**src/rtl/gpio_bitop_pkg.sv**
```systemverilog
package gpio_bitop_pkg;
  typedef enum logic [1:0] {
    SQ_IDLE   = 2'd0,
    SQ_FETCH  = 2'd1,
    SQ_MODIFY = 2'd2,
    SQ_STORE  = 2'd3
  } seq_state_e;

  localparam logic SEL_DATA = 1'b0;
  localparam logic SEL_DIR  = 1'b1;
endpackage

```
**src/rtl/gpio_pin_sync.sv**
```systemverilog
module gpio_pin_sync #(
  parameter int WIDTH  = 8,
  parameter int STAGES = 2
) (
  input  logic             clk,
  input  logic             rst,
  input  logic [WIDTH-1:0] async_in,
  output logic [WIDTH-1:0] sync_out
);
  logic [WIDTH-1:0] chain [STAGES];

  generate
    for (genvar s = 0; s < STAGES; s++) begin : g_stage
      always_ff @(posedge clk) begin
        if (rst) chain[s] <= '0;
        else if (s == 0) chain[s] <= async_in;
        else chain[s] <= chain[(s == 0) ? 0 : s-1];
      end
    end
  endgenerate

  assign sync_out = chain[STAGES-1];
endmodule

```
**src/rtl/gpio_port_regs.sv**
```systemverilog
module gpio_port_regs
  import gpio_bitop_pkg::*;
#(
  parameter int WIDTH = 8
) (
  input  logic             clk,
  input  logic             rst,
  input  logic             wr_en,
  input  logic             wr_sel,
  input  logic [WIDTH-1:0] wr_data,
  input  logic             seq_rsel,
  output logic [WIDTH-1:0] seq_rdata,
  input  logic             host_re,
  input  logic             host_rsel,
  output logic [WIDTH-1:0] host_rdata,
  input  logic [WIDTH-1:0] pin_level,
  output logic [WIDTH-1:0] dir_q,
  output logic [WIDTH-1:0] data_q
);
  function automatic logic [WIDTH-1:0] view(input logic sel,
                                            input logic [WIDTH-1:0] d,
                                            input logic [WIDTH-1:0] o,
                                            input logic [WIDTH-1:0] p);
    if (sel == SEL_DIR) view = '1;
    else view = (d & o) | (~d & p);
  endfunction

  always_ff @(posedge clk) begin
    if (rst) begin
      dir_q  <= '0;
      data_q <= '0;
    end else if (wr_en) begin
      if (wr_sel == SEL_DIR) dir_q <= wr_data;
      else data_q <= wr_data;
    end
  end

  always_ff @(posedge clk) begin
    if (rst) host_rdata <= '0;
    else if (host_re) host_rdata <= view(host_rsel, dir_q, data_q, pin_level);
  end

  assign seq_rdata = view(seq_rsel, dir_q, data_q, pin_level);

  assert_reset_clears_R1: assert property (@(posedge clk)
    rst |=> (dir_q == '0 && data_q == '0));

  assert_dir_reads_ones_R3: assert property (@(posedge clk) disable iff (rst)
    (host_re && host_rsel == SEL_DIR) |=> (host_rdata == '1));

  assert_no_write_no_change_R2: assert property (@(posedge clk) disable iff (rst)
    !wr_en |=> ($stable(dir_q) && $stable(data_q)));
endmodule

```
**src/rtl/gpio_bitop_seq.sv**
```systemverilog
module gpio_bitop_seq
  import gpio_bitop_pkg::*;
#(
  parameter int WIDTH = 8,
  localparam int IW = $clog2(WIDTH)
) (
  input  logic             clk,
  input  logic             rst,
  input  logic             cmd_valid,
  input  logic             cmd_set,
  input  logic             cmd_sel,
  input  logic [IW-1:0]    cmd_idx,
  output logic             busy,
  output logic             done,
  output logic             bus_sel,
  input  logic [WIDTH-1:0] bus_rdata,
  output logic             bus_we,
  output logic [WIDTH-1:0] bus_wdata
);
  seq_state_e       st;
  logic             op_set;
  logic             op_sel;
  logic [IW-1:0]    op_idx;
  logic [WIDTH-1:0] rd_cap;
  logic [WIDTH-1:0] wr_val;
  logic [WIDTH-1:0] mask;

  assign mask = WIDTH'(1) << op_idx;

  always_ff @(posedge clk) begin
    if (rst) begin
      st     <= SQ_IDLE;
      op_set <= 1'b0;
      op_sel <= SEL_DATA;
      op_idx <= '0;
      rd_cap <= '0;
      wr_val <= '0;
      done   <= 1'b0;
    end else begin
      done <= 1'b0;
      case (st)
        SQ_IDLE: if (cmd_valid) begin
          op_set <= cmd_set;
          op_sel <= cmd_sel;
          op_idx <= cmd_idx;
          st     <= SQ_FETCH;
        end
        SQ_FETCH: begin
          rd_cap <= bus_rdata;
          st     <= SQ_MODIFY;
        end
        SQ_MODIFY: begin
          wr_val <= op_set ? (rd_cap | mask) : (rd_cap & ~mask);
          st     <= SQ_STORE;
        end
        SQ_STORE: begin
          done <= 1'b1;
          st   <= SQ_IDLE;
        end
        default: st <= SQ_IDLE;
      endcase
    end
  end

  assign busy      = (st != SQ_IDLE);
  assign bus_sel   = op_sel;
  assign bus_we    = (st == SQ_STORE);
  assign bus_wdata = wr_val;

  assert_store_then_done_R7: assert property (@(posedge clk) disable iff (rst)
    bus_we |=> (done && !busy));

  assert_done_single_R7: assert property (@(posedge clk) disable iff (rst)
    done |=> !done);

  assert_one_bit_changed_R5: assert property (@(posedge clk) disable iff (rst)
    bus_we |-> ($countones(wr_val ^ rd_cap) <= 1));

  assert_target_bit_forced_R6: assert property (@(posedge clk) disable iff (rst)
    bus_we |-> (wr_val[op_idx] == op_set));

  assert_cmd_latched_R8: assert property (@(posedge clk) disable iff (rst)
    (busy && !bus_we) |=> ($stable(op_idx) && $stable(op_set) && $stable(op_sel)));
endmodule

```
**src/rtl/gpio_bitop_port.sv**
```systemverilog
module gpio_bitop_port #(
  parameter int WIDTH       = 8,
  parameter int SYNC_STAGES = 2,
  localparam int IW = $clog2(WIDTH)
) (
  input  logic             clk,
  input  logic             rst,
  input  logic             host_we,
  input  logic             host_re,
  input  logic             host_sel,
  input  logic [WIDTH-1:0] host_wdata,
  output logic [WIDTH-1:0] host_rdata,
  input  logic             cmd_valid,
  input  logic             cmd_set,
  input  logic             cmd_sel,
  input  logic [IW-1:0]    cmd_idx,
  output logic             busy,
  output logic             done,
  input  logic [WIDTH-1:0] pin_in,
  output logic [WIDTH-1:0] pin_out,
  output logic [WIDTH-1:0] pin_oe
);
  logic [WIDTH-1:0] pin_level;
  logic             seq_sel;
  logic [WIDTH-1:0] seq_rdata;
  logic             seq_we;
  logic [WIDTH-1:0] seq_wdata;
  logic             bus_we;
  logic             bus_wsel;
  logic [WIDTH-1:0] bus_wdata;

  gpio_pin_sync #(.WIDTH(WIDTH), .STAGES(SYNC_STAGES)) u_sync (
    .clk(clk), .rst(rst), .async_in(pin_in), .sync_out(pin_level)
  );

  gpio_bitop_seq #(.WIDTH(WIDTH)) u_seq (
    .clk(clk), .rst(rst),
    .cmd_valid(cmd_valid), .cmd_set(cmd_set), .cmd_sel(cmd_sel), .cmd_idx(cmd_idx),
    .busy(busy), .done(done),
    .bus_sel(seq_sel), .bus_rdata(seq_rdata),
    .bus_we(seq_we), .bus_wdata(seq_wdata)
  );

  assign bus_we    = seq_we | (host_we & ~busy);
  assign bus_wsel  = busy ? seq_sel : host_sel;
  assign bus_wdata = busy ? seq_wdata : host_wdata;

  gpio_port_regs #(.WIDTH(WIDTH)) u_regs (
    .clk(clk), .rst(rst),
    .wr_en(bus_we), .wr_sel(bus_wsel), .wr_data(bus_wdata),
    .seq_rsel(seq_sel), .seq_rdata(seq_rdata),
    .host_re(host_re), .host_rsel(host_sel), .host_rdata(host_rdata),
    .pin_level(pin_level),
    .dir_q(pin_oe), .data_q(pin_out)
  );

  assert_busy_blocks_host_R8: assert property (@(posedge clk) disable iff (rst)
    (busy && !seq_we) |=> ($stable(pin_oe) && $stable(pin_out)));

  assert_idle_after_reset_R1: assert property (@(posedge clk)
    rst |=> (!busy && !done));
endmodule

```
**config.mk**
```make
export PLATFORM = sky130hd
export DESIGN_NAME = gpio_bitop_port
export DESIGN_NICKNAME = d
export VERILOG_FILES = /design/src/rtl/gpio_bitop_pkg.sv /design/src/rtl/gpio_pin_sync.sv /design/src/rtl/gpio_port_regs.sv /design/src/rtl/gpio_bitop_seq.sv /design/src/rtl/gpio_bitop_port.sv
export SDC_FILE = /design/constraint.sdc
export NUM_CORES = 1
export LEC_CHECK = 0
export ABC_AREA = 1
export BUFFER_PORTS_ARGS = -buffer_cell sky130_fd_sc_hd__buf_2
export CAP_MARGIN = 20
export CORE_MARGIN = 4
export CORE_UTILIZATION = 25
export CTS_CLUSTER_DIAMETER = 40
export DETAILED_ROUTE_END_ITERATION = 10
export PLACE_DENSITY_LB_ADDON = 0.08
export SYNTH_ARGS = -nofsm -noshare
export SYNTH_HDL_FRONTEND = slang
export SYNTH_SLANG_ARGS = --single-unit
export TNS_END_PERCENT = 20
```
**constraint.sdc**
```tcl
create_clock -name clk -period 1.3 [get_ports clk]
set_input_delay 0.13 -clock clk [delete_from_list [all_inputs] [get_ports clk]]
set_output_delay 0.13 -clock clk [all_outputs]
set_load 0.02 [all_outputs]
```
==> flow_metrics.py, run 1 <==
metrics = {
    "run_status": {
        "run_status": "complete, but fails checks",
        "violations": "setup timing",
    },
    "placement": {
        "post_dp_cell_area_mm2": 0.003113,
        "hpwlAfterDp_um": 5270,
        "place_worst_setup_slack_ns": -0.1198,
        "numPortBuffers": 52,
        "replace_congestion": 0.7854,
    },
    "sta": {
        "final-hold-violation-count": 0,
        "maxClockFrequency_ghz": 0.7018,
        "setup_viol": 33,
        "finalCritPeriodShare": 1.096,
        "rsz0062_at_grt": "yes",
        "slew_violations": 0,
        "transition_at_the_pin_with_the_smallest_max_transition_slack_ns": 0.3879,
        "clock-skew-final_ns": 0.008689,
        "period_needed_ns": 1.425,
        "slew-limit-headroom": 0.7340,
        "final_worst_slack_ns": -0.1250,
    },
    "die": {
        "io_pins": 53,
        "die_h_um": 109.0,
        "floorplan.die_area_mm2": 0.01189,
        "design.core.area_mm2": 0.009864,
        "placementRows": 36,
        "die_w_um": 109.0,
        "initial_utilization": 0.2586,
    },
    "critical_path": {
        "startpoint_class": "register",
        "end_kind": "register",
        "crit_slowest_cell": "sky130_fd_sc_hd__dfxtp_2",
        "worst_ep_arrival_time_ns": 1.66,
        "critical_path_fanouts_max": 6,
        "timing.critical_path.required_ns": 1.53,
        "cp_slowest_stage_delay_ns": 0.36,
        "path_cells": "inv_2 > ha_4 > buf_6 > buf_6 > or2_4 > o21ai_4 > nand2_1 > nand2_1 > nor2_1",
        "timing_worst_setup_path_type": "reg2reg",
    },
    "clock_network": {
        "max_root_sink_buffers": 2,
        "clock_latency_ns": 0.34,
        "tritoncts_clock_tree": "yes",
        "cts.sink_count": 64,
        "cts_buffers": 9,
        "clkTransAtPathRegs_ns": 0.07,
        "clock_root_buffer": "sky130_fd_sc_hd__clkbuf_8",
        "h-tree-depth": 3,
    },
    "logic_synthesis": {
        "synth_top_cell_area_share": 0.5022,
        "synth-seq-cells": 64,
        "synth_seq_area_share": 0.5022,
        "yosys_warnings": 0,
        "ys.flop_type": "sky130_fd_sc_hd__dfxtp_1",
        "synth_area_leaders": "sky130_fd_sc_hd__dfxtp_1, sky130_fd_sc_hd__nor2_1, sky130_fd_sc_hd__nand2_1",
        "mappedNetlistArea_mm2": 0.002551,
        "post-synth-top-area-cell": "sky130_fd_sc_hd__dfxtp_1",
        "post_synth.cell_area_avg_um2": 7.754,
        "synthArstFlopShare": 0,
        "synthesis.instances": 329,
        "synth.distinct_cells": 22,
        "synth-edff-count": 0,
        "synth.net_count": 360,
    },
    "final_layout": {
        "antenna_cells": 0,
        "finalCoreUtilization": 0.3621,
        "layout-area-overhead-vs-synth_pct": 40.02,
        "post_layout_instance_area_mm2": 0.003572,
        "layout.filler_cells": 1035,
        "layout.nets": 440,
        "post_route_cells_drive_above_1_share": 0.2995,
    },
    "global_route": {
        "grt_use_total": 0.1289,
        "antenna_found_initial": 0,
        "via_count_of_the_first_global_routing_pass": 2225,
        "grt_start_max_net_pins": 40,
        "grt_overflow_total": 0,
        "grt_pass1_wl_um": 11340,
    },
    "min_path": {
        "hold_class": "in2reg",
    },
    "job": {
        "maxCapViolations": 0,
    },
    "detailed_routing": {
        "drt_wl_total_um": 7280,
        "post_drt_wl_per_cell_um": 13.31,
        "route.detailed.drc": 0,
        "viasPerCell": 4.177,
        "drt.antenna.violating_nets": 0,
        "firstDrtPassIters": 5,
        "route.vias.total": 2285,
        "detail_route.iter0.violations": 74,
    },
    "pwr": {
        "power_per_cell_area_mw_per_mm2": 2508,
        "power.static_leakage_uw": 0.001578,
        "worst_case_vdd_ir_drop_v": 0.0007236,
    },
}
## layout make-up
class,count,area [um^2],share of cell area
well taps,133,166.4,0.04658
clock buffers,10,137.6,0.03853
multi-input cells,215,1182,0.3310
repair buffers,84,575.6,0.1611
flip-flops and latches,64,1284,0.3594
clock inverters,6,92.59,0.02592
inverters,35,133.9,0.03748
## cell usage in the layout (no fill, tap or decap), types with 3 or more instances in the layout
cell and n:
sky130_fd_sc_hd__buf_2 51, sky130_fd_sc_hd__dlygate4sd3_1 8, sky130_fd_sc_hd__o21ai_0 23, sky130_fd_sc_hd__o21ai_4 6
sky130_fd_sc_hd__clkbuf_8 10, sky130_fd_sc_hd__inv_2 3, sky130_fd_sc_hd__nand3_1 12, sky130_fd_sc_hd__nand2_1 51
sky130_fd_sc_hd__nand4_1 6, sky130_fd_sc_hd__inv_1 29, sky130_fd_sc_hd__or2_2 3, sky130_fd_sc_hd__a21oi_1 30
sky130_fd_sc_hd__buf_12 3, sky130_fd_sc_hd__o21ai_2 3, sky130_fd_sc_hd__or2_4 5, sky130_fd_sc_hd__dfxtp_1 62
sky130_fd_sc_hd__buf_4 18, sky130_fd_sc_hd__buf_6 4, sky130_fd_sc_hd__ha_1 3, sky130_fd_sc_hd__nor2_1 53
sky130_fd_sc_hd__mux2i_1 8
## kinds of logic (layout without fill, tap and decap cells)
logic type	count (synthesis)	after routing	share of synthesized area
and+or+nand+nor	136	136	0.2266
AOI/OAI and AO/OA	67	67	0.1363
DFF	64	64	0.5022
buffers and inverters	50	135	0.08386
muxes	8	8	0.03139
adders and majority gates	4	4	0.01962
## sequential cells by signal (all words and copies together) (netlist names)
register           cells
u_sync.chain          16
u_seq.op_set           1
u_regs.host_rdata      8
u_seq.bus_wdata        8
u_seq.op_idx           3
u_regs.data_q          8
u_regs.dir_q           8
u_seq.rd_cap           8
u_seq.done             1
u_seq.bus_sel          1
u_seq.st               2
## power breakdown
| group | internal, uW | total (uW) | switching, uW | leakage [uW] |
|---|---|---|---|---|
| logic | 1860 | 4140 | 2280 | 0.000941 |
| clock network | 1140 | 1960 | 822 | 0.000109 |
| registers | 2460 | 2860 | 394 | 0.000528 |
## Yosys cell counts (4+ instances only)
master and count:
sky130_fd_sc_hd__dfxtp_1 64, sky130_fd_sc_hd__nor2_1 54, sky130_fd_sc_hd__nand2_1 52, sky130_fd_sc_hd__inv_1 32, sky130_fd_sc_hd__a21oi_1 31, sky130_fd_sc_hd__o21ai_0 25, sky130_fd_sc_hd__nand3_1 14, sky130_fd_sc_hd__buf_2 8
sky130_fd_sc_hd__mux2i_1 8, sky130_fd_sc_hd__or2_2 8, sky130_fd_sc_hd__o21ai_1 7, sky130_fd_sc_hd__nand4_1 6, sky130_fd_sc_hd__clkbuf_1 4, sky130_fd_sc_hd__ha_1 4
## critical path, delay by kind of cell (launching register included)
kind | cells | cell delay (ns)
simple gates | 4 | 0.42
flops | 1 | 0.36
buf+inv | 3 | 0.29
fa+ha+maj | 1 | 0.19
compound gates | 1 | 0.07
## worst paths after layout
kind	from	to	slack (ns)	depth (start not counted)
worst min-delay path	cmd_sel	u_seq.bus_sel	0.05	3
worst min register to register	u_sync.chain[0][5]	u_sync.chain[1][5]	0.40	2
worst max-delay path	u_seq.st[0]	u_regs.data_q[2]	-0.12	9
worst max register to register	u_seq.st[0]	u_regs.data_q[2]	-0.12	9
## per-layer routing
| layer | part of all wire | vias to the layer above | GRT usage |
|---|---|---|---|
| li1 | - | 1210 | - |
| met1 | 0.47 | 1029 | 0.1602 |
| met2 | 0.48 | 40 | 0.2136 |
| met3 | 0.043 | 6 | 0.04559 |
| met4 | 0.0095 | 0 | 0.03066 |
| met5 | 0 | - | 0 |
## metrics by stage
stage          TNS [ns]  power, uW  instances  hold WS, ns
2_1_floorplan         0       5093        329       0.2370
3_3_place_gp     -1.462       6435        521       0.3306
3_5_place_dp     -1.596       6445        521       0.3349
4_1_cts          -2.606       8943        548      0.04476
5_1_grt          -4.548       9625        547      0.06044
6_report         -2.189       8960        547      0.05391
## what timing repair did
action,4_1_cts,5_1_grt
endpoints found under the setup margin,25,39
cloned,0,0
hold buffers,8,0
pin swaps,14,10
setup buffers,3,0
gates resized for setup,25,9
hold endpoints to repair,8,0
Note: power is estimated with default switching activity, not from simulation.
==> inputs of run 2 (changes only) <==
==> constraint.sdc (replaced) <==
create_clock -name clk -period 1.2 [get_ports clk]
set_input_delay 0.12 -clock clk [delete_from_list [all_inputs] [get_ports clk]]
set_output_delay 0.12 -clock clk [all_outputs]
set_load 0.02 [all_outputs]
==> run 2 against run 1 <==
The run still ends with setup timing left; count of clock-buffer cells in the layout rose by 1; via count is 1.6% higher; cell area grew 2.6%; combinational power up 15%; first-iteration DRC count rose by 15%; clock skew is 0.0024 ns higher; maximum frequency rose by 2.3%; critical path type unchanged; largest cell class unchanged; highest routed layer unchanged.
==> flow_metrics.py, run 2 (same netlist as run 1, synthesis figures left out) <==
metrics = {
    "final_layout": {
        "cell_count_final_fillers_out": 551,
        "layout-area-overhead-vs-synth_pct": 43.60,
        "antenna_cells": 0,
        "most-common-layout-cells": "sky130_fd_sc_hd__dfxtp_1, sky130_fd_sc_hd__buf_2, sky130_fd_sc_hd__nand2_1",
        "layout.filler_cells": 1061,
        "post_route_cells_drive_above_1_share": 0.3278,
        "regMostFlops": "u_sync.chain",
        "finalCoreUtilization": 0.3714,
        "commonest_non_fill_non_tap_cell_in_the_layout": "sky130_fd_sc_hd__dfxtp_1",
        "number_of_flip_flops_under_the_largest_register_name": 16,
        "layout.nets": 444,
    },
    "placement": {
        "hpwlAfterDp_um": 5272,
        "count_of_placed_standard_cells_including_taps": 524,
        "place_worst_setup_slack_ns": -0.2453,
        "replace_congestion": 0.7470,
        "numPortBuffers": 52,
    },
    "global_route": {
        "via_count_of_the_first_global_routing_pass": 2217,
        "grt_overflow_total": 0,
        "antenna_found_initial": 0,
        "grt_start_max_net_pins": 40,
        "grt_pass1_wl_um": 11620,
        "grt_use_total": 0.1314,
    },
    "clock_network": {
        "clock_root_buffer": "sky130_fd_sc_hd__clkbuf_8",
        "h-tree-depth": 3,
        "max_root_sink_buffers": 2,
        "clock_latency_ns": 0.34,
        "cts.sink_count": 64,
        "cts_buffers": 9,
        "clkTransAtPathRegs_ns": 0.08,
        "tritoncts_clock_tree": "yes",
    },
    "critical_path": {
        "worst_ep_arrival_time_ns": 1.63,
        "rr_worst_depth": 9,
        "end_kind": "register",
        "critical_path_fanouts_max": 7,
        "rr_endpoint": "u_regs.data_q[3]",
        "timing.critical_path.required_ns": 1.44,
        "startpoint_class": "register",
        "timing.reg2reg.setup_slack_ns": -0.19,
        "timing_worst_setup_path_type": "reg2reg",
        "crit-reg2reg-launch": "u_seq.st[1]",
    },
    "detailed_routing": {
        "firstDrtPassIters": 4,
        "route.vias.total": 2321,
        "post_drt_wl_per_cell_um": 13.25,
        "viasPerCell": 4.212,
        "drt.antenna.violating_nets": 0,
        "route.detailed.drc": 0,
        "detail_route.iter0.violations": 85,
        "drt_wl_total_um": 7301,
    },
    "job": {
        "maxCapViolations": 0,
    },
    "sta": {
        "slew-limit-headroom": 0.7812,
        "transition_at_the_pin_with_the_smallest_max_transition_slack_ns": 0.3191,
        "finalCritPeriodShare": 1.161,
        "final-hold-violation-count": 0,
        "period_needed_ns": 1.393,
        "rsz0062_at_grt": "yes",
        "clock-skew-final_ns": 0.01111,
        "final_worst_slack_ns": -0.1926,
        "maxClockFrequency_ghz": 0.7181,
        "slew_violations": 0,
        "setup_viol": 26,
    },
    "die": {
        "floorplan.die_area_mm2": 0.01189,
        "initial_utilization": 0.2586,
        "placementRows": 36,
        "die_w_um": 109.0,
        "io_pins": 53,
        "design.core.area_mm2": 0.009864,
        "die_h_um": 109.0,
    },
    "min_path": {
        "worst_hold_startpoint": "cmd_sel",
        "min_delay_worst_endpoint": "u_seq.bus_sel",
        "hold_class": "in2reg",
        "holdPathStages": 3,
    },
    "pwr": {
        "worst_case_vdd_ir_drop_v": 0.0008718,
        "power_per_cell_area_mw_per_mm2": 2722,
        "power.static_leakage_uw": 0.001617,
    },
    "run_status": {
        "violations": "setup timing",
        "run_status": "complete, but fails checks",
    },
}
[run 2: cell types whose count changed in the layout (fill, tap and decap cells not counted), moves of 3 or more]
cell / delta
sky130_fd_sc_hd__o21ai_1: +6
sky130_fd_sc_hd__nor2_1: -4
sky130_fd_sc_hd__o21ai_0: -7
sky130_fd_sc_hd__buf_6: +3
sky130_fd_sc_hd__or2_2: -3
sky130_fd_sc_hd__or2_4: +3
[run 2: cell type report]
cell class | count | area, um^2 | area share
tap | 133 | 166.4 | 0.04542
clock inverter | 5 | 80.08 | 0.02186
multi-input combinational | 215 | 1239 | 0.3381
clock buffer | 11 | 141.4 | 0.03859
sequential | 64 | 1284 | 0.3504
inverter | 35 | 136.4 | 0.03723
timing repair buffer | 88 | 616.8 | 0.1684
[run 2: worst max-delay path by stage]
stage,start,endpoint,slack [ns],cells after the start
global placement,u_seq.st[0],u_regs.data_q[7],-0.22,8
finish,u_seq.st[1],u_regs.data_q[3],-0.19,9
detailed placement,u_seq.st[1],u_regs.dir_q[7],-0.25,8
global route,u_seq.st[1],u_regs.data_q[3],-0.25,9
floorplan,u_seq.st[1],u_regs.data_q[0],-0.07,8
CTS,u_seq.st[0],u_regs.data_q[0],-0.19,9
[run 2: through the flow]
stage / TNS (ns) / area, um^2 / hold WS (ns) / total power, uW
2_1_floorplan: -1.106 / 2604 / 0.2270 / 5646
3_3_place_gp: -3.084 / 3149 / 0.3181 / 7032
3_5_place_dp: -3.488 / 3149 / 0.3256 / 7035
4_1_cts: -2.242 / 3582 / 0.01969 / 9828
5_1_grt: -5.534 / 3664 / 0.03472 / 10650
6_report: -3.225 / 3664 / 0.02906 / 9973
[run 2: critical path, stage by stage (launching register included)]
cell and delay [ns]:
sky130_fd_sc_hd__dfxtp_2 0.34, sky130_fd_sc_hd__inv_2 0.08, sky130_fd_sc_hd__ha_4 0.21, sky130_fd_sc_hd__inv_6 0.06, sky130_fd_sc_hd__o21ai_4 0.16, sky130_fd_sc_hd__nor2_4 0.07
sky130_fd_sc_hd__buf_12 0.13, sky130_fd_sc_hd__buf_6 0.12, sky130_fd_sc_hd__nor2_4 0.08, sky130_fd_sc_hd__nor2_1 0.04
[run 2: routing by layer]
metal	share of wire	vias up	GRT usage
li1	-	1223	-
met1	0.47	1038	0.1767
met2	0.46	45	0.2009
met3	0.047	15	0.03552
met4	0.019	0	0.04869
met5	0	-	0
[run 2: timing repair]
| action | 4_1_cts | 5_1_grt |
|---|---|---|
| setup buffers | 1 | 4 |
| pin swaps | 11 | 7 |
| endpoints found under the setup margin | 39 | 39 |
| endpoints found under the hold margin | 8 | 0 |
| gates resized for setup | 36 | 18 |
| gates cloned | 0 | 0 |
| hold buffers | 8 | 0 |
[run 2: power by group]
group,total (uW),switching (uW),internal (uW)
sequential,3130,462,2670
clock,2080,858,1220
combinational,4760,2580,2180
total,9970,3900,6080
==> inputs of run 3 (changes only) <==
--- a/config.mk
+++ b/config.mk
@@ -9,7 +9,7 @@
 export BUFFER_PORTS_ARGS = -buffer_cell sky130_fd_sc_hd__buf_2
 export CAP_MARGIN = 20
 export CORE_MARGIN = 4
-export CORE_UTILIZATION = 25
+export CORE_UTILIZATION = 30
 export CTS_CLUSTER_DIAMETER = 40
 export DETAILED_ROUTE_END_ITERATION = 10
 export PLACE_DENSITY_LB_ADDON = 0.08
==> run 3 against run 2 <==
The run still ends with setup timing left; routed wire length down 5.0%; sequential power about the same; largest cell class unchanged; sequential share of layout area up 2.1 points; core utilization up 4.7 points; die area down 16%; critical endpoint is now busy.
==> flow_metrics.py, run 3 (same netlist as run 1, synthesis figures left out) <==
metrics = {
    "pwr": {
        "worst_case_vdd_ir_drop_v": 0.0008783,
        "power_per_cell_area_mw_per_mm2": 2649,
        "power.static_leakage_uw": 0.001557,
    },
    "final_layout": {
        "number_of_flip_flops_under_the_largest_register_name": 16,
        "layout.filler_cells": 889,
        "antenna_cells": 0,
        "most-common-layout-cells": "sky130_fd_sc_hd__dfxtp_1, sky130_fd_sc_hd__nor2_1, sky130_fd_sc_hd__buf_2",
        "commonest_non_fill_non_tap_cell_in_the_layout": "sky130_fd_sc_hd__dfxtp_1",
        "layout-area-overhead-vs-synth_pct": 35.41,
        "layout.nets": 442,
        "regMostFlops": "u_sync.chain",
        "post_route_cells_drive_above_1_share": 0.3019,
    },
    "sta": {
        "slew-limit-headroom": 0.7695,
        "clock-skew-final_ns": 0.007364,
        "rsz0062_at_grt": "yes",
        "finalCritPeriodShare": 1.147,
        "period_needed_ns": 1.376,
        "transition_at_the_pin_with_the_smallest_max_transition_slack_ns": 0.3362,
        "setup_viol": 27,
        "holdWs_ns": 0.02233,
        "slew_violations": 0,
        "final-hold-violation-count": 0,
        "final_worst_slack_ns": -0.1762,
        "maxClockFrequency_ghz": 0.7266,
    },
    "critical_path": {
        "rr_worst_depth": 8,
        "crit-reg2reg-launch": "u_seq.st[0]",
        "path_cells": "inv_2 > ha_4 > inv_6 > buf_6 > buf_6",
        "end_kind": "output pin",
        "startpoint_class": "register",
        "timing.reg2reg.setup_slack_ns": -0.15,
        "critPathTopFamily": "buffers and inverters",
        "worst_ep_arrival_time_ns": 1.26,
        "timing.critical_path.required_ns": 1.08,
        "cp_slowest_stage_delay_ns": 0.34,
        "crit_slowest_cell": "sky130_fd_sc_hd__dfxtp_2",
        "crit_path_frequent_cell": "sky130_fd_sc_hd__buf_6",
        "timing_worst_setup_path_type": "reg2out",
        "critical_path_fanouts_max": 7,
        "rr_endpoint": "u_regs.data_q[7]",
        "critical_path_buf_inv_count": 4,
    },
    "placement": {
        "hpwlAfterDp_um": 4899,
        "replace_congestion": 0.7672,
        "numPortBuffers": 52,
        "place_worst_setup_slack_ns": -0.1911,
    },
    "clock_network": {
        "clkTransAtPathRegs_ns": 0.07,
        "clock_latency_ns": 0.34,
        "cts.sink_count": 64,
        "tritoncts_clock_tree": "yes",
        "h-tree-depth": 3,
        "max_root_sink_buffers": 2,
        "cts_buffers": 9,
        "clock_root_buffer": "sky130_fd_sc_hd__clkbuf_8",
    },
    "die": {
        "design.core.area_mm2": 0.008258,
        "die_w_um": 100.2,
        "die_h_um": 100.2,
        "initial_utilization": 0.3089,
        "io_pins": 53,
        "floorplan.die_area_mm2": 0.01004,
        "placementRows": 33,
    },
    "job": {
        "maxCapViolations": 0,
    },
    "global_route": {
        "antenna_found_initial": 0,
        "grt_start_max_net_pins": 26,
        "via_count_of_the_first_global_routing_pass": 2189,
        "grt_use_total": 0.1464,
        "grt_pass1_wl_um": 11300,
        "grt.busiest_layer": "met2",
        "grt_overflow_total": 0,
        "gr-usage-met1": 0.2018,
        "grt.met2_usage": 0.2181,
        "grtUsageMet3": 0.04517,
    },
    "run_status": {
        "violations": "setup timing",
        "run_status": "complete, but fails checks",
    },
    "detailed_routing": {
        "route.vias.total": 2285,
        "post_drt_wl_per_cell_um": 13.37,
        "viasPerCell": 4.403,
        "detail_route.iter0.violations": 97,
        "firstDrtPassIters": 5,
        "drt.antenna.violating_nets": 0,
        "route.detailed.drc": 0,
        "drt_wl_total_um": 6937,
    },
    "min_path": {
        "min_delay_worst_endpoint": "u_seq.bus_sel",
        "worst_hold_startpoint": "cmd_sel",
        "holdPathStages": 3,
        "hold_class": "in2reg",
    },
}
[run 3: cell types whose count changed in the layout (fill, tap and decap cells not counted), moves of 2 or more]
cell,change
sky130_fd_sc_hd__clkinv_2,+2
sky130_fd_sc_hd__o21ai_0,-4
sky130_fd_sc_hd__nor2_1,+4
sky130_fd_sc_hd__buf_6,-3
sky130_fd_sc_hd__nand3_1,+2
sky130_fd_sc_hd__a21oi_2,-3
sky130_fd_sc_hd__nand3_2,-2
sky130_fd_sc_hd__nor2_2,-3
sky130_fd_sc_hd__o21ai_2,+4
sky130_fd_sc_hd__a21oi_1,+3
sky130_fd_sc_hd__bufinv_16,-2
sky130_fd_sc_hd__buf_4,+2
sky130_fd_sc_hd__o21ai_4,-4
sky130_fd_sc_hd__o21ai_1,+4
[run 3: worst min-delay path: stages]
cell and delay, ns:
sky130_fd_sc_hd__buf_2 0.09, sky130_fd_sc_hd__o21ai_2 0.05, sky130_fd_sc_hd__nor2_1 0.07
[run 3: how the worst max path moves through the flow]
stage / start / to / slack [ns] / cells after the start
2_1_floorplan: u_seq.st[1] / u_regs.data_q[0] / -0.07 / 8
3_3_place_gp: u_seq.st[0] / u_regs.data_q[1] / -0.17 / 8
3_5_place_dp: u_seq.st[0] / u_regs.data_q[1] / -0.19 / 8
4_1_cts: u_seq.st[0] / busy / -0.17 / 5
5_1_grt: u_seq.st[0] / busy / -0.24 / 5
6_report: u_seq.st[0] / busy / -0.18 / 5
[run 3: layout make-up]
cell class | count | area [um^2] | share of cell area
Sequential cell | 64 | 1284 | 0.3716
Multi-Input combinational cell | 215 | 1165 | 0.3372
Timing Repair Buffer | 86 | 578.1 | 0.1673
Clock buffer | 10 | 137.6 | 0.03984
Inverter | 35 | 136.4 | 0.03948
Tap cell | 105 | 131.4 | 0.03803
Clock inverter | 4 | 22.52 | 0.006519
[run 3: routing by layer]
layer	share of wire	up-vias
met2	0.45	51
li1	-	1211
met3	0.045	5
met5	0	-
met1	0.49	1018
met4	0.0091	0
[run 3: through the flow]
step	total power, uW	utilization	cells	setup TNS, ns	cell area [um^2]
detailed placement	6949	0.3729	493	-2.919	3079
finish	9150	0.4183	519	-2.560	3455
floorplan	5646	-	329	-1.106	2604
CTS	9121	0.4150	519	-2.489	3427
global route	9857	0.4183	519	-5.518	3455
global placement	6929	0.3729	493	-2.476	3079
[run 3: power breakdown]
| part | internal [uW] | switching [uW] | leakage [uW] | total [uW] |
|---|---|---|---|---|
| logic | 2010 | 2460 | 0.000946 | 4470 |
| registers | 2670 | 423 | 0.000528 | 3100 |
| clock network | 771 | 813 | 0.0000838 | 1580 |
[run 3: timing repair]
item | in CTS | in global routing
gates resized for setup | 29 | 10
hold buffers | 8 | 0
endpoints found under the setup margin | 33 | 40
endpoints found under the hold margin | 8 | 0
setup buffers | 4 | 0
pin swaps | 8 | 3
